==> src/rtl/sdr_seq_pkg.sv <==
package sdr_seq_pkg;

    typedef struct packed {
        logic cs_n;
        logic ras_n;
        logic cas_n;
        logic we_n;
    } sdr_cmd_t;

    localparam sdr_cmd_t CMD_NOP = 4'b0111;
    localparam sdr_cmd_t CMD_PRE = 4'b0010;
    localparam sdr_cmd_t CMD_REF = 4'b0001;
    localparam sdr_cmd_t CMD_MRS = 4'b0000;

    typedef struct packed {
        logic [2:0] cas_lat;
        logic       interleave;
        logic [2:0] burst_len;
    } mode_cfg_t;

    typedef enum logic [2:0] {
        STEP_PRE,
        STEP_MRS,
        STEP_REF,
        STEP_DONE,
        STEP_READY,
        STEP_RREF
    } step_e;

    function automatic int cyc_ceil(input int ns, input int period);
        int c;
        c = (ns + period - 1) / period;
        return (c < 1) ? 1 : c;
    endfunction

    function automatic int cyc_floor(input int ns, input int period);
        int c;
        c = ns / period;
        return (c < 2) ? 2 : c;
    endfunction

    function automatic logic mode_is_legal(input mode_cfg_t m);
        logic cl_ok;
        logic bl_ok;
        cl_ok = (m.cas_lat != 3'd0) && (m.cas_lat <= 3'd3);
        bl_ok = (m.burst_len <= 3'd3) || ((m.burst_len == 3'd7) && !m.interleave);
        return cl_ok && bl_ok;
    endfunction

endpackage

==> src/rtl/sdr_mode_encoder.sv <==
module sdr_mode_encoder
    import sdr_seq_pkg::*;
#(
    parameter int ADDR_W = 11
) (
    input  mode_cfg_t         cfg,
    output logic              legal,
    output logic [ADDR_W-1:0] word
);
    localparam int FIELD_W = $bits(mode_cfg_t);

    always_comb begin
        legal = mode_is_legal(cfg);
        word  = '0;
        word[FIELD_W-1:0] = cfg;
    end
endmodule

==> src/rtl/sdr_refresh_timer.sv <==
module sdr_refresh_timer #(
    parameter int INTERVAL = 780
) (
    input  logic clk,
    input  logic rst,
    input  logic run,
    input  logic ack,
    output logic pending
);
    localparam int TW = $clog2(INTERVAL + 1);

    logic [TW-1:0] cnt_q;

    always_ff @(posedge clk) begin
        if (rst || !run) begin
            cnt_q   <= '0;
            pending <= 1'b0;
        end else if (cnt_q == TW'(INTERVAL - 1)) begin
            cnt_q   <= '0;
            pending <= 1'b1;
        end else begin
            cnt_q <= cnt_q + 1'b1;
            if (ack) pending <= 1'b0;
        end
    end
endmodule

==> src/rtl/sdr_cmd_fsm.sv <==
module sdr_cmd_fsm
    import sdr_seq_pkg::*;
#(
    parameter int ADDR_W      = 11,
    parameter int POWERUP_CYC = 10000,
    parameter int TRP_CYC     = 1,
    parameter int TRC_CYC     = 4,
    parameter int TMRD_CYC    = 2,
    parameter int INIT_REFS   = 8
) (
    input  logic              clk,
    input  logic              rst,
    input  logic              mrs_first,
    input  logic              mode_legal,
    input  logic [ADDR_W-1:0] mode_word,
    input  logic              refresh_due,
    input  logic              host_idle,
    output sdr_cmd_t          cmd,
    output logic [ADDR_W-1:0] addr,
    output logic              bank,
    output logic              init_done,
    output logic              cfg_error,
    output logic              bus_grant,
    output logic              refresh_ack
);
    localparam int GW = $clog2(POWERUP_CYC + TRP_CYC + TRC_CYC + TMRD_CYC + 1);
    localparam int RW = $clog2(INIT_REFS + 1);
    localparam int AP = 10;

    step_e          step_q;
    logic [GW-1:0]  gap_q;
    logic [RW-1:0]  refs_left_q;
    logic           order_mrs_first_q;

    assign refresh_ack = (step_q == STEP_RREF) && (gap_q == '0);
    assign bus_grant   = (step_q == STEP_READY) && (gap_q == '0) && !refresh_due;

    always_ff @(posedge clk) begin
        if (rst) begin
            step_q            <= STEP_PRE;
            gap_q             <= GW'(POWERUP_CYC);
            refs_left_q       <= RW'(INIT_REFS);
            order_mrs_first_q <= 1'b0;
            cmd               <= CMD_NOP;
            addr              <= '0;
            bank              <= 1'b0;
            init_done         <= 1'b0;
            cfg_error         <= 1'b0;
        end else begin
            cmd  <= CMD_NOP;
            addr <= '0;
            bank <= 1'b0;
            if (gap_q != '0) begin
                gap_q <= gap_q - 1'b1;
            end else begin
                unique case (step_q)
                    STEP_PRE: begin
                        cmd               <= CMD_PRE;
                        addr[AP]          <= 1'b1;
                        gap_q             <= GW'(TRP_CYC - 1);
                        order_mrs_first_q <= mrs_first;
                        step_q            <= mrs_first ? STEP_MRS : STEP_REF;
                    end
                    STEP_MRS: begin
                        if (!mode_legal) begin
                            cfg_error <= 1'b1;
                        end else begin
                            cfg_error <= 1'b0;
                            cmd       <= CMD_MRS;
                            addr      <= mode_word;
                            gap_q     <= GW'(TMRD_CYC - 1);
                            step_q    <= order_mrs_first_q ? STEP_REF : STEP_DONE;
                        end
                    end
                    STEP_REF: begin
                        cmd         <= CMD_REF;
                        gap_q       <= GW'(TRC_CYC - 1);
                        refs_left_q <= refs_left_q - 1'b1;
                        if (refs_left_q == RW'(1))
                            step_q <= order_mrs_first_q ? STEP_DONE : STEP_MRS;
                    end
                    STEP_DONE: begin
                        init_done <= 1'b1;
                        step_q    <= STEP_READY;
                    end
                    STEP_READY: begin
                        if (refresh_due && host_idle) begin
                            cmd      <= CMD_PRE;
                            addr[AP] <= 1'b1;
                            gap_q    <= GW'(TRP_CYC - 1);
                            step_q   <= STEP_RREF;
                        end
                    end
                    STEP_RREF: begin
                        cmd    <= CMD_REF;
                        gap_q  <= GW'(TRC_CYC - 1);
                        step_q <= STEP_READY;
                    end
                    default: step_q <= STEP_PRE;
                endcase
            end
        end
    end
endmodule

==> src/rtl/sdr_init_refresh_seq.sv <==
module sdr_init_refresh_seq
    import sdr_seq_pkg::*;
#(
    parameter int ADDR_W        = 11,
    parameter int CLK_PERIOD_NS = 20,
    parameter int POWERUP_NS    = 200000,
    parameter int TRP_NS        = 20,
    parameter int TRC_NS        = 70,
    parameter int TMRD_CYC      = 2,
    parameter int REFI_NS       = 15600,
    parameter int INIT_REFS     = 8
) (
    input  logic              clk,
    input  logic              rst,
    input  logic [2:0]        cfg_cas_lat,
    input  logic              cfg_burst_type,
    input  logic [2:0]        cfg_burst_len,
    input  logic              cfg_mrs_first,
    input  logic              host_idle,
    output logic              sdr_cs_n,
    output logic              sdr_ras_n,
    output logic              sdr_cas_n,
    output logic              sdr_we_n,
    output logic              sdr_bank,
    output logic [ADDR_W-1:0] sdr_addr,
    output logic              init_done,
    output logic              bus_grant,
    output logic              cfg_error
);
    localparam int POWERUP_CYC = cyc_ceil(POWERUP_NS, CLK_PERIOD_NS);
    localparam int TRP_CYC     = cyc_ceil(TRP_NS, CLK_PERIOD_NS);
    localparam int TRC_CYC     = cyc_ceil(TRC_NS, CLK_PERIOD_NS);
    localparam int REFI_CYC    = cyc_floor(REFI_NS, CLK_PERIOD_NS);

    mode_cfg_t         mode_cfg;
    logic              mode_legal;
    logic [ADDR_W-1:0] mode_word;
    logic              refresh_due;
    logic              refresh_ack;
    sdr_cmd_t          cmd_q;

    assign mode_cfg = '{cas_lat: cfg_cas_lat, interleave: cfg_burst_type, burst_len: cfg_burst_len};

    sdr_mode_encoder #(.ADDR_W(ADDR_W)) u_mode (
        .cfg   (mode_cfg),
        .legal (mode_legal),
        .word  (mode_word)
    );

    sdr_refresh_timer #(.INTERVAL(REFI_CYC)) u_timer (
        .clk     (clk),
        .rst     (rst),
        .run     (init_done),
        .ack     (refresh_ack),
        .pending (refresh_due)
    );

    sdr_cmd_fsm #(
        .ADDR_W      (ADDR_W),
        .POWERUP_CYC (POWERUP_CYC),
        .TRP_CYC     (TRP_CYC),
        .TRC_CYC     (TRC_CYC),
        .TMRD_CYC    (TMRD_CYC),
        .INIT_REFS   (INIT_REFS)
    ) u_fsm (
        .clk         (clk),
        .rst         (rst),
        .mrs_first   (cfg_mrs_first),
        .mode_legal  (mode_legal),
        .mode_word   (mode_word),
        .refresh_due (refresh_due),
        .host_idle   (host_idle),
        .cmd         (cmd_q),
        .addr        (sdr_addr),
        .bank        (sdr_bank),
        .init_done   (init_done),
        .cfg_error   (cfg_error),
        .bus_grant   (bus_grant),
        .refresh_ack (refresh_ack)
    );

    assign sdr_cs_n  = cmd_q.cs_n;
    assign sdr_ras_n = cmd_q.ras_n;
    assign sdr_cas_n = cmd_q.cas_n;
    assign sdr_we_n  = cmd_q.we_n;
endmodule

==> config.mk <==
export PLATFORM = sky130hd
export DESIGN_NAME = sdr_init_refresh_seq
export DESIGN_NICKNAME = d
export VERILOG_FILES = /design/src/rtl/sdr_seq_pkg.sv /design/src/rtl/sdr_mode_encoder.sv /design/src/rtl/sdr_refresh_timer.sv /design/src/rtl/sdr_cmd_fsm.sv /design/src/rtl/sdr_init_refresh_seq.sv
export SDC_FILE = /design/constraint.sdc
export NUM_CORES = 1
export LEC_CHECK = 0
export CORE_ASPECT_RATIO = 0.6
export CORE_MARGIN = 2
export CORE_UTILIZATION = 45
export DETAILED_ROUTE_END_ITERATION = 12
export PLACE_DENSITY = 0.7
export SLEW_MARGIN = 20
export SYNTH_ARGS = -nofsm -noshare
export SYNTH_HDL_FRONTEND = slang
export SYNTH_SLANG_ARGS = --single-unit
==> constraint.sdc <==
create_clock -name clk -period 1.9 [get_ports clk]
set_input_delay 0.38 -clock clk [delete_from_list [all_inputs] [get_ports clk]]
set_output_delay 0.38 -clock clk [all_outputs]
set_load 0.05 [all_outputs]
==> run_results.csv, run 1 <==
group,metric,value,unit
outcome,outcome,"complete, but fails checks",
outcome,violations,"setup timing",
worst_setup_path,crit_path_end_kind,"output port",
layout,syn2layout_area_growth,27.8,%
synth,synth.yosys.seq_area_share,40.4,%
place,placedCellCount,355,
pwr,ir_drop,0.442,mV
synth,synth.most_common_cell,"dfxtp_1",
synth,ys_ff_latch,46,
synth,ys.warnings.count,0,
die,fp.dieArea,5660,um^2
place,dp_slack,-0.360,ns
synth,synth_commonest_cells,"46 x dfxtp_1, 24 x nor2_1, 15 x a21oi_1",
global_route,grt_pass1_wl,8320,um
layout,final_nets,319,
flow_run,max_cap_viol_count,0,
layout,final_cell_area,2910,um^2
sta,timing.hold.ws,0.472,ns
layout,layout-drive-gt1-share,19.4,%
pwr,power.internal,1.40,mW
layout,final_cell_count_no_fill,367,
route,drc,0,
pwr,swShare,25.5,%
global_route,grt_max_degree,16,
layout,multi_input_area,1280,um^2
pwr,total_power,1.88,mW
worst_setup_path,startpoint_type,"flop",
sta,max-slew-margin-rel,66.3,%
synth,synth_edf_count,0,
die,fp.dieH,59.1,um
die,io_pins,30,
global_route,grt_pass1_vias,1760,
worst_setup_path,cp_max_fo,2,
sta,maxSlewViolCount,0,
place,hpwl,3510,um
worst_setup_path,critPathRequiredTime,1.52,ns
cts,clk_latency,0.30,ns
route,drt_wl_total,4990,um
route,dr.pass1.iters,4,
sta,fmax,500,MHz
worst_setup_path,r2r_cells,8,
die,fp.coreArea,4710,um^2
worst_setup_path,worst-setup-path-type,"reg2out",
layout,regArea,923,um^2
layout,post-route-util,61.8,%
pwr,clkPwrFrac,32.4,%
route,first_iter_violations,135,
cts,cts_buffer_depth,2,
sta,finalCritPeriodShare,105,%
place,placed_area,2730,um^2
sta,fin_ws,-0.101,ns
sta,rsz0062_at_grt,"yes",
pwr,switching_power,0.480,mW
place,io_buffer_count,24,
worst_setup_path,worstPathArrival,1.62,ns
sta,tightest_slew,0.503,ns
synth,synth_top_cell_area_share,40.4,%
pwr,combPwrFrac,13.2,%
global_route,grt-ovfl-total,0,
die,rows,19,
synth,synth_top_area_cell,"dfxtp_1",
pwr,power_leakage,1.08,nW
synth,synth_area_leaders,"dfxtp_1 40%, nor2_1 4.0%, a21oi_1 3.3%, nor3_1 3.1%, ha_1 2.7%",
cts,htreeDepth,2,
sta,setup_viol,1,
cts,postCtsHoldBufs,0,
cts,cts_buffers,5,
cts,tritoncts,"yes",
synth,ys_types,54,
pwr,seq_power_share,54.4,%
synth,synth_async_sr_flop_share,0,%
cts,cts-root-buf,"clkbuf_8",
place,routabilityCongestion,0.870,
die,start_util,48.4,%
global_route,antenna_found_initial,0,
sta,clock_skew,0.00697,ns
global_route,grt_usage,19.2,%
route,vias,1936,
synth,synth.avg_cell_area,8.93,um^2
cts,clock_sinks,46,
route,ant_nets,0,
sta,fin_crit,2.00,ns
hold_path,min_path_type,"reg2reg",
cts,clk_pin_slew_worst_paths,0.08,ns
route,via_per_inst,5.28,
synth,netlist_area,2280,um^2
sta,finalHoldViolations,0,
synth,synth_top_flop_cell,"dfxtp_1",
layout,antennaDiodeCount,0,
layout,nFillCells,397,
synth,synth_cells,255,
hold_path,min_path_cells,1,
route,wl_per_cell,13.6,um
pwr,powerDensity,645,nW/um^2
sta,tns,-0.101,ns
die,die_w,95.8,um
## cell usage in the layout (no fill, tap or decap), types with 2 or more instances in the layout
cell	instances
dfxtp_1	44
buf_4	30
nor2_1	24
clkdlybuf4s50_1	23
a21oi_1	15
nor3_1	14
inv_1	12
o21ai_0	10
and2_1	8
nand2_1	8
nand3_1	7
xnor2_1	7
a211o_1	6
nand4_1	6
conb_1	6
clkbuf_8	6
xor2_1	5
nor2b_1	5
a211oi_1	4
nand2b_1	4
ha_1	4
nor4_1	3
or3_1	3
o31ai_1	3
a311oi_1	3
mux2i_1	3
inv_2	2
nor3_4	2
nor4_4	2
nand3b_1	2
dfxtp_2	2
## power by group through the flow
| stage | clock [mW] | sequential (mW) | combinational [mW] |
|---|---|---|---|
| 5_1_grt | 0.667 | 1.03 | 0.269 |
| 6_report | 0.609 | 1.02 | 0.248 |
| 3_3_place_gp | 0 | 1.03 | 0.221 |
| 3_5_place_dp | 0 | 1.04 | 0.222 |
| 4_1_cts | 0.632 | 1.02 | 0.238 |
| 2_1_floorplan | 0 | 1.04 | 0.136 |
## sequential cells by signal (all words and copies together) (netlist names)
signal	flops
u_fsm.gap_q	14
u_timer.cnt_q	10
u_fsm.addr	8
u_fsm.step_q	3
u_fsm.init_done	1
u_fsm.refs_left_q	4
u_fsm.cmd	3
u_fsm.order_mrs_first_q	1
u_fsm.cfg_error	1
u_timer.pending	1
## cell type report
type | instances | share of cell area (%)
clock buffers | 7 | 2.97
clock inverters | 1 | 0.172
inverters | 14 | 1.81
multi-input cells | 181 | 43.9
flip-flops and latches | 46 | 31.7
well taps | 63 | 2.71
repair buffers | 55 | 16.7
## critical path, stage by stage, from the launching register on
cell,delay [ns]
dfxtp_2,0.33
inv_2,0.07
ha_4,0.13
nor3b_4,0.18
and4_1,0.22
and4b_2,0.26
buf_12,0.14
## kinds of logic after synthesis
group	Yosys count	synth area share, %
compound gates	53	16.4
xor+xnor	12	4.62
fa+ha+maj	5	2.75
buf+inv	33	6.87
flops	46	40.4
mux	4	1.81
other cells	1	0.165
simple gates	101	26.9
## per-layer routing
metal,global-route usage [%],wire (um)
met1,28.8,2560
met2,26.7,1980
met3,4.45,363
met4,7.35,77
met5,0,0
## worst paths after layout
path | from | endpoint | slack (ns)
worst min register to register | u_timer.cnt_q[0] | u_timer.cnt_q[0] | 0.47
worst max-delay path | u_fsm.gap_q[1] | bus_grant | -0.10
worst max register to register | u_fsm.gap_q[1] | u_fsm.step_q[2] | 0.08
worst min-delay path | u_timer.cnt_q[0] | u_timer.cnt_q[0] | 0.47
## timing repair
action / 4_1_cts / 5_1_grt
resized for setup: 9 / 7
pin swaps: 1 / 3
setup buffers: 3 / 1
endpoints found under the setup margin: 3 / 14
No activity file was read; power rests on OpenSTA's default activity.
==> inputs of run 2 (changes only) <==
--- a/config.mk
+++ b/config.mk
@@ -7,9 +7,10 @@
 export LEC_CHECK = 0
 export CORE_ASPECT_RATIO = 0.6
 export CORE_MARGIN = 2
-export CORE_UTILIZATION = 45
+export CORE_UTILIZATION = 49
 export DETAILED_ROUTE_END_ITERATION = 12
-export PLACE_DENSITY = 0.7
+export MAX_ROUTING_LAYER = met4
+export PLACE_DENSITY = 0.75
 export SLEW_MARGIN = 20
 export SYNTH_ARGS = -nofsm -noshare
 export SYNTH_HDL_FRONTEND = slang
==> run 2 against run 1 <==
  * The run still ends with setup timing left
  * Die area down 7.7%
  * Worst hold slack worse by 0.083 ns
  * Global-route usage up 2.7 points
  * Via count up 6.9%
  * Flip-flop and latch count unchanged
  * Worst setup slack worse by 0.095 ns
  * First-iteration DRC count up 39%
  * Final cell count up 0.27%
  * Final area up 1.3%
  * Core utilization up 3.5 points
  * Highest routed layer unchanged
==> run_results.csv, run 2 (synthesized netlist as in run 1, its figures left out) <==
group,metric,value,unit
sta,fin_ws,-0.196,ns
layout,final_nets,320,
sta,maxSlewViolCount,0,
layout,reg.largest.list,"u_fsm.gap_q (14), u_timer.cnt_q (10), u_fsm.addr (8)",
pwr,ir_drop,0.343,mV
layout,final_common_cell,"dfxtp_1",
worst_setup_path,critPathRequiredTime,1.52,ns
hold_path,min_path_type,"in2reg",
cts,postCtsHoldBufs,0,
pwr,powerDensity,669,nW/um^2
route,ant_nets,0,
global_route,grt_pass1_vias,1852,
die,die_w,92.0,um
worst_setup_path,startpoint_type,"flop",
route,drc,0,
sta,fin_crit,2.10,ns
cts,tritoncts,"yes",
global_route,antenna_found_initial,0,
sta,max-slew-margin-rel,65.5,%
die,rows,19,
route,vias,2070,
sta,tightest_slew,0.517,ns
sta,setup_viol,1,
outcome,outcome,"complete, but fails checks",
cts,clk_latency,0.29,ns
sta,clock_skew,0.00926,ns
layout,layout.cells.most_common_list,"44 x dfxtp_1, 30 x buf_4, 24 x nor2_1",
global_route,grt_pass1_wl,8840,um
die,start_util,50.4,%
sta,rsz0062_at_grt,"yes",
cts,clk_pin_slew_worst_paths,0.08,ns
cts,cts-root-buf,"clkbuf_8",
die,fp.dieH,56.8,um
sta,fmax,477,MHz
layout,largest_reg_flops,14,
global_route,grt_max_degree,28,
layout,largest_register,"u_fsm.gap_q",
place,placedCellCount,353,
die,fp.coreArea,4520,um^2
sta,finalCritPeriodShare,110,%
sta,finalHoldViolations,0,
route,via_per_inst,5.63,
layout,syn2layout_area_growth,29.5,%
worst_setup_path,crit_path_end_kind,"output port",
route,wl_per_cell,14.3,um
die,io_pins,30,
place,io_buffer_count,24,
layout,final_cell_count_no_fill,368,
outcome,violations,"setup timing",
layout,nFillCells,348,
flow_run,max_cap_viol_count,0,
sta,timing.hold.ws,0.389,ns
global_route,grt_usage,21.9,%
layout,layout-drive-gt1-share,19.7,%
cts,htreeDepth,2,
global_route,grt-ovfl-total,0,
die,fp.dieArea,5230,um^2
cts,cts_buffers,5,
worst_setup_path,worst-setup-path-type,"reg2out",
worst_setup_path,cp_max_fo,2,
route,drt_wl_total,5280,um
route,first_iter_violations,188,
route,dr.pass1.iters,5,
pwr,power_leakage,1.11,nW
cts,clock_sinks,46,
cts,cts_buffer_depth,2,
layout,antennaDiodeCount,0,
place,routabilityCongestion,0.913,
place,hpwl,3670,um
worst_setup_path,worstPathArrival,1.72,ns
==> run 2: timing repair <==
action,4_1_cts,5_1_grt
endpoints found under the setup margin,3,16
hold endpoints to repair,0,0
gates resized for setup,9,8
setup buffers,5,2
pin swaps,2,5
==> run 2: path summary, 6_finish.rpt <==
| check | from | slack [ns] | cells after the start | to |
|---|---|---|---|---|
| worst max-delay path | u_fsm.gap_q[0] | -0.20 | 6 | bus_grant |
| worst min-delay path | cfg_burst_len[1] | 0.39 | 2 | u_fsm.addr[1] |
| worst max register to register | u_fsm.gap_q[0] | 0.01 | 8 | u_fsm.step_q[2] |
| worst min register to register | u_timer.cnt_q[0] | 0.47 | 1 | u_timer.cnt_q[0] |
==> run 2: critical path: stages, from the launching register on <==
cell and delay, ns:
dfxtp_2 0.34, inv_2 0.09, ha_4 0.14, nor3b_4 0.19, and4_1 0.25, and4b_2 0.27
buf_12 0.14
==> run 2: metal layers <==
metal / up-vias / global-route usage (%) / part of all wire, %
met4: 0 / 5.76 / 0.51
met3: 4 / 6.44 / 8.4
li1: 995 / - / -
met5: - / - / 0
met2: 105 / 29.9 / 41
met1: 966 / 31.4 / 50
==> run 2: metrics by stage <==
| step | util, % | power [mW] | setup TNS [ns] | setup WS, ns | instance area, um^2 |
|---|---|---|---|---|---|
| final | 65.3 | 1.97 | -0.196 | -0.196 | 2950 |
| after global routing | 65.3 | 2.06 | -0.320 | -0.255 | 2950 |
| after CTS | 64.3 | 1.98 | -0.112 | -0.112 | 2910 |
| after detailed placement | 60.3 | 1.26 | -0.858 | -0.334 | 2720 |
| after global placement | 60.3 | 1.25 | -0.825 | -0.320 | 2720 |
| after floorplan | - | 1.18 | 0 | 0.0237 | 2300 |
==> run 2: final cells by class <==
class	count	area [um^2]	share of cell area [%]
Multi-Input combinational cell	181	1280	43.4
Timing Repair Buffer	56	509	17.3
Sequential cell	46	923	31.3
Tap cell	63	78.8	2.67
Clock inverter	1	30.0	1.02
Inverter	14	52.6	1.78
Clock buffer	7	76.3	2.59
==> run 2: power breakdown <==
part           switching (mW)  internal, mW
registers              0.0319         0.990
logic                   0.136         0.113
clock network           0.307         0.394
total                   0.475          1.50
==> inputs of run 3 (changes only) <==
--- a/config.mk
+++ b/config.mk
@@ -7,10 +7,11 @@
 export LEC_CHECK = 0
 export CORE_ASPECT_RATIO = 0.6
 export CORE_MARGIN = 2
-export CORE_UTILIZATION = 49
+export CORE_UTILIZATION = 55
 export DETAILED_ROUTE_END_ITERATION = 12
 export MAX_ROUTING_LAYER = met4
-export PLACE_DENSITY = 0.75
+export PLACE_DENSITY = 0.8
+export SKIP_LAST_GASP = 1
 export SLEW_MARGIN = 20
 export SYNTH_ARGS = -nofsm -noshare
 export SYNTH_HDL_FRONTEND = slang
==> constraint.sdc (replaced) <==
create_clock -name clk -period 2.7 [get_ports clk]
set_input_delay 0.54 -clock clk [delete_from_list [all_inputs] [get_ports clk]]
set_output_delay 0.54 -clock clk [all_outputs]
set_load 0.05 [all_outputs]
==> run 3 against run 2 <==
  * The run now ends clean
  * Global-route usage rose by 0.61 points
  * Wire length fell by 9.7%
  * Final cell count fell by 10%
  * Final area fell by 9.2%
  * Worst setup slack improved by 0.33 ns
  * Worst hold slack improved by 0.089 ns
  * Flip-flop and latch count did not move
  * Core utilization rose by 1.1 points
  * Sequential power fell by 30%
  * Sequential share of layout area rose by 3.1 points
  * Non-clock buffer count fell by 24
  * Critical path type unchanged
  * Critical endpoint unchanged
==> run_results.csv, run 3 (synthesized netlist as in run 1, its figures left out) <==
group,metric,value,unit
hold_path,worstHoldStart,"u_timer.cnt_q[0]",
pwr,total_power,1.36,mW
flow_run,max_cap_viol_count,0,
sta,tightest_slew,0.565,ns
die,rows,18,
cts,cts_setup_buffers,0,
die,fp.coreArea,4030,um^2
worst_setup_path,worstReg2RegStart,"u_fsm.gap_q[0]",
layout,layout-drive-gt1-share,9.25,%
worst_setup_path,crit_path_end_kind,"output port",
sta,setup_viol,0,
global_route,grt_usage,22.5,%
cts,cts-root-buf,"clkbuf_8",
sta,fin_crit,2.56,ns
place,placed_area,2560,um^2
sta,fin_ws,0.138,ns
route,wl_per_cell,14.4,um
layout,reg.largest.list,"u_fsm.gap_q (14), u_timer.cnt_q (10), u_fsm.addr (8)",
global_route,grt.met3_usage,4.60,%
cts,cts_buffers,5,
worst_setup_path,reg2reg_to,"u_fsm.refs_left_q[2]",
cts,clock_sinks,46,
worst_setup_path,cp_max_fo,6,
sta,tns,0,ns
route,drt_wl_total,4760,um
route,via_per_inst,5.74,
sta,finalHoldViolations,0,
layout,final_cell_area,2680,um^2
global_route,top_usage_layer,"met1",
sta,rsz0062_at_grt,"no",
global_route,grt_max_degree,20,
hold_path,whs_endpoint,"u_timer.cnt_q[0]",
pwr,powerDensity,508,nW/um^2
route,drc,0,
global_route,antenna_found_initial,0,
die,fp.dieH,53.8,um
worst_setup_path,r2r_cells,7,
layout,antennaDiodeCount,0,
sta,fmax,390,MHz
die,start_util,56.5,%
cts,tritoncts,"yes",
place,io_buffer_count,24,
layout,post-route-util,66.4,%
cts,clk_pin_slew_worst_paths,0.08,ns
cts,htreeDepth,2,
hold_path,min_path_cells,1,
layout,final_cell_count_no_fill,331,
route,first_iter_violations,239,
die,fp.dieArea,4690,um^2
global_route,grt_pass1_wl,7810,um
sta,maxSlewViolCount,0,
hold_path,min_path_type,"reg2reg",
place,routabilityCongestion,0.832,
sta,timing.hold.ws,0.478,ns
worst_setup_path,worst-setup-path-type,"reg2out",
global_route,met2_usage,30.8,%
layout,final_common_cell,"dfxtp_1",
sta,clock_skew,0.00609,ns
global_route,grt-ovfl-total,0,
sta,finalCritPeriodShare,94.9,%
worst_setup_path,startpoint_type,"flop",
layout,layout.cells.most_common_list,"46 x dfxtp_1, 24 x nor2_1, 23 x clkdlybuf4s50_1",
worst_setup_path,worstPathArrival,2.02,ns
route,vias,1901,
route,dr.pass1.iters,4,
pwr,power_leakage,0.960,nW
layout,largest_reg_flops,14,
worst_setup_path,critPathRequiredTime,2.16,ns
layout,largest_register,"u_fsm.gap_q",
die,die_w,87.1,um
sta,max-slew-margin-rel,62.0,%
layout,syn2layout_area_growth,17.6,%
worst_setup_path,r2r_slack,0.54,ns
die,io_pins,30,
place,dp_slack,0.175,ns
layout,final_nets,296,
place,placedCellCount,323,
global_route,met1_usage,32.9,%
global_route,grt_pass1_vias,1616,
outcome,outcome,"finished, final reports clean",
pwr,ir_drop,0.262,mV
route,ant_nets,0,
cts,cts_buffer_depth,2,
cts,clk_latency,0.30,ns
place,hpwl,3490,um
[run 3: cell types whose count changed in the layout (fill, tap and decap cells not counted), sizes merged]
cell,change
dlymetal6s2s,-1
clkdlybuf4s50,+1
buf,-24
[run 3: area by class of cell]
| type | count | area, um^2 |
|---|---|---|
| clock buffer | 7 | 76.3 |
| clock inverter | 1 | 30.0 |
| fill | 325 | 1350 |
| inverter | 14 | 52.6 |
| multi-input combinational | 181 | 1220 |
| sequential | 46 | 921 |
| tap | 50 | 62.6 |
| timing repair buffer | 32 | 310 |
[run 3: power by group]
part / internal [mW] / total [mW] / switching, mW
sequential: 0.696 / 0.718 / 0.0221
combinational: 0.0564 / 0.138 / 0.0813
clock: 0.277 / 0.504 / 0.227
total: 1.03 / 1.36 / 0.331
[run 3: critical path, cell delays in order (launching register included)]
cell and delay (ns):
dfxtp_1 0.35, inv_1 0.11, ha_1 0.16, nor3b_4 0.29, and4_1 0.36, and4b_1 0.30
buf_12 0.15
[run 3: what timing repair did]
action	4_1_cts	5_1_grt
resized for setup	0	1
endpoints found under the hold margin	0	0
hold buffers	0	0
setup endpoints to repair	0	1
[run 3: how the worst max path moves through the flow]
| stage | from | endpoint | cells past startpoint |
|---|---|---|---|
| 6_report | u_fsm.gap_q[0] | bus_grant | 6 |
| 5_1_grt | u_fsm.gap_q[0] | bus_grant | 6 |
| 4_1_cts | u_fsm.gap_q[0] | bus_grant | 6 |
| 3_5_place_dp | cfg_burst_len[1] | u_fsm.step_q[0] | 5 |
| 3_3_place_gp | cfg_burst_len[1] | u_fsm.step_q[0] | 5 |
| 2_1_floorplan | u_fsm.gap_q[0] | bus_grant | 5 |
[run 3: layer usage]
metal	up-vias	part of all wire [%]	routed length, um
li1	946	-	-
met4	0	0.48	23
met2	68	41	1950
met3	3	6.5	310
met1	884	52	2480
met5	-	0	0
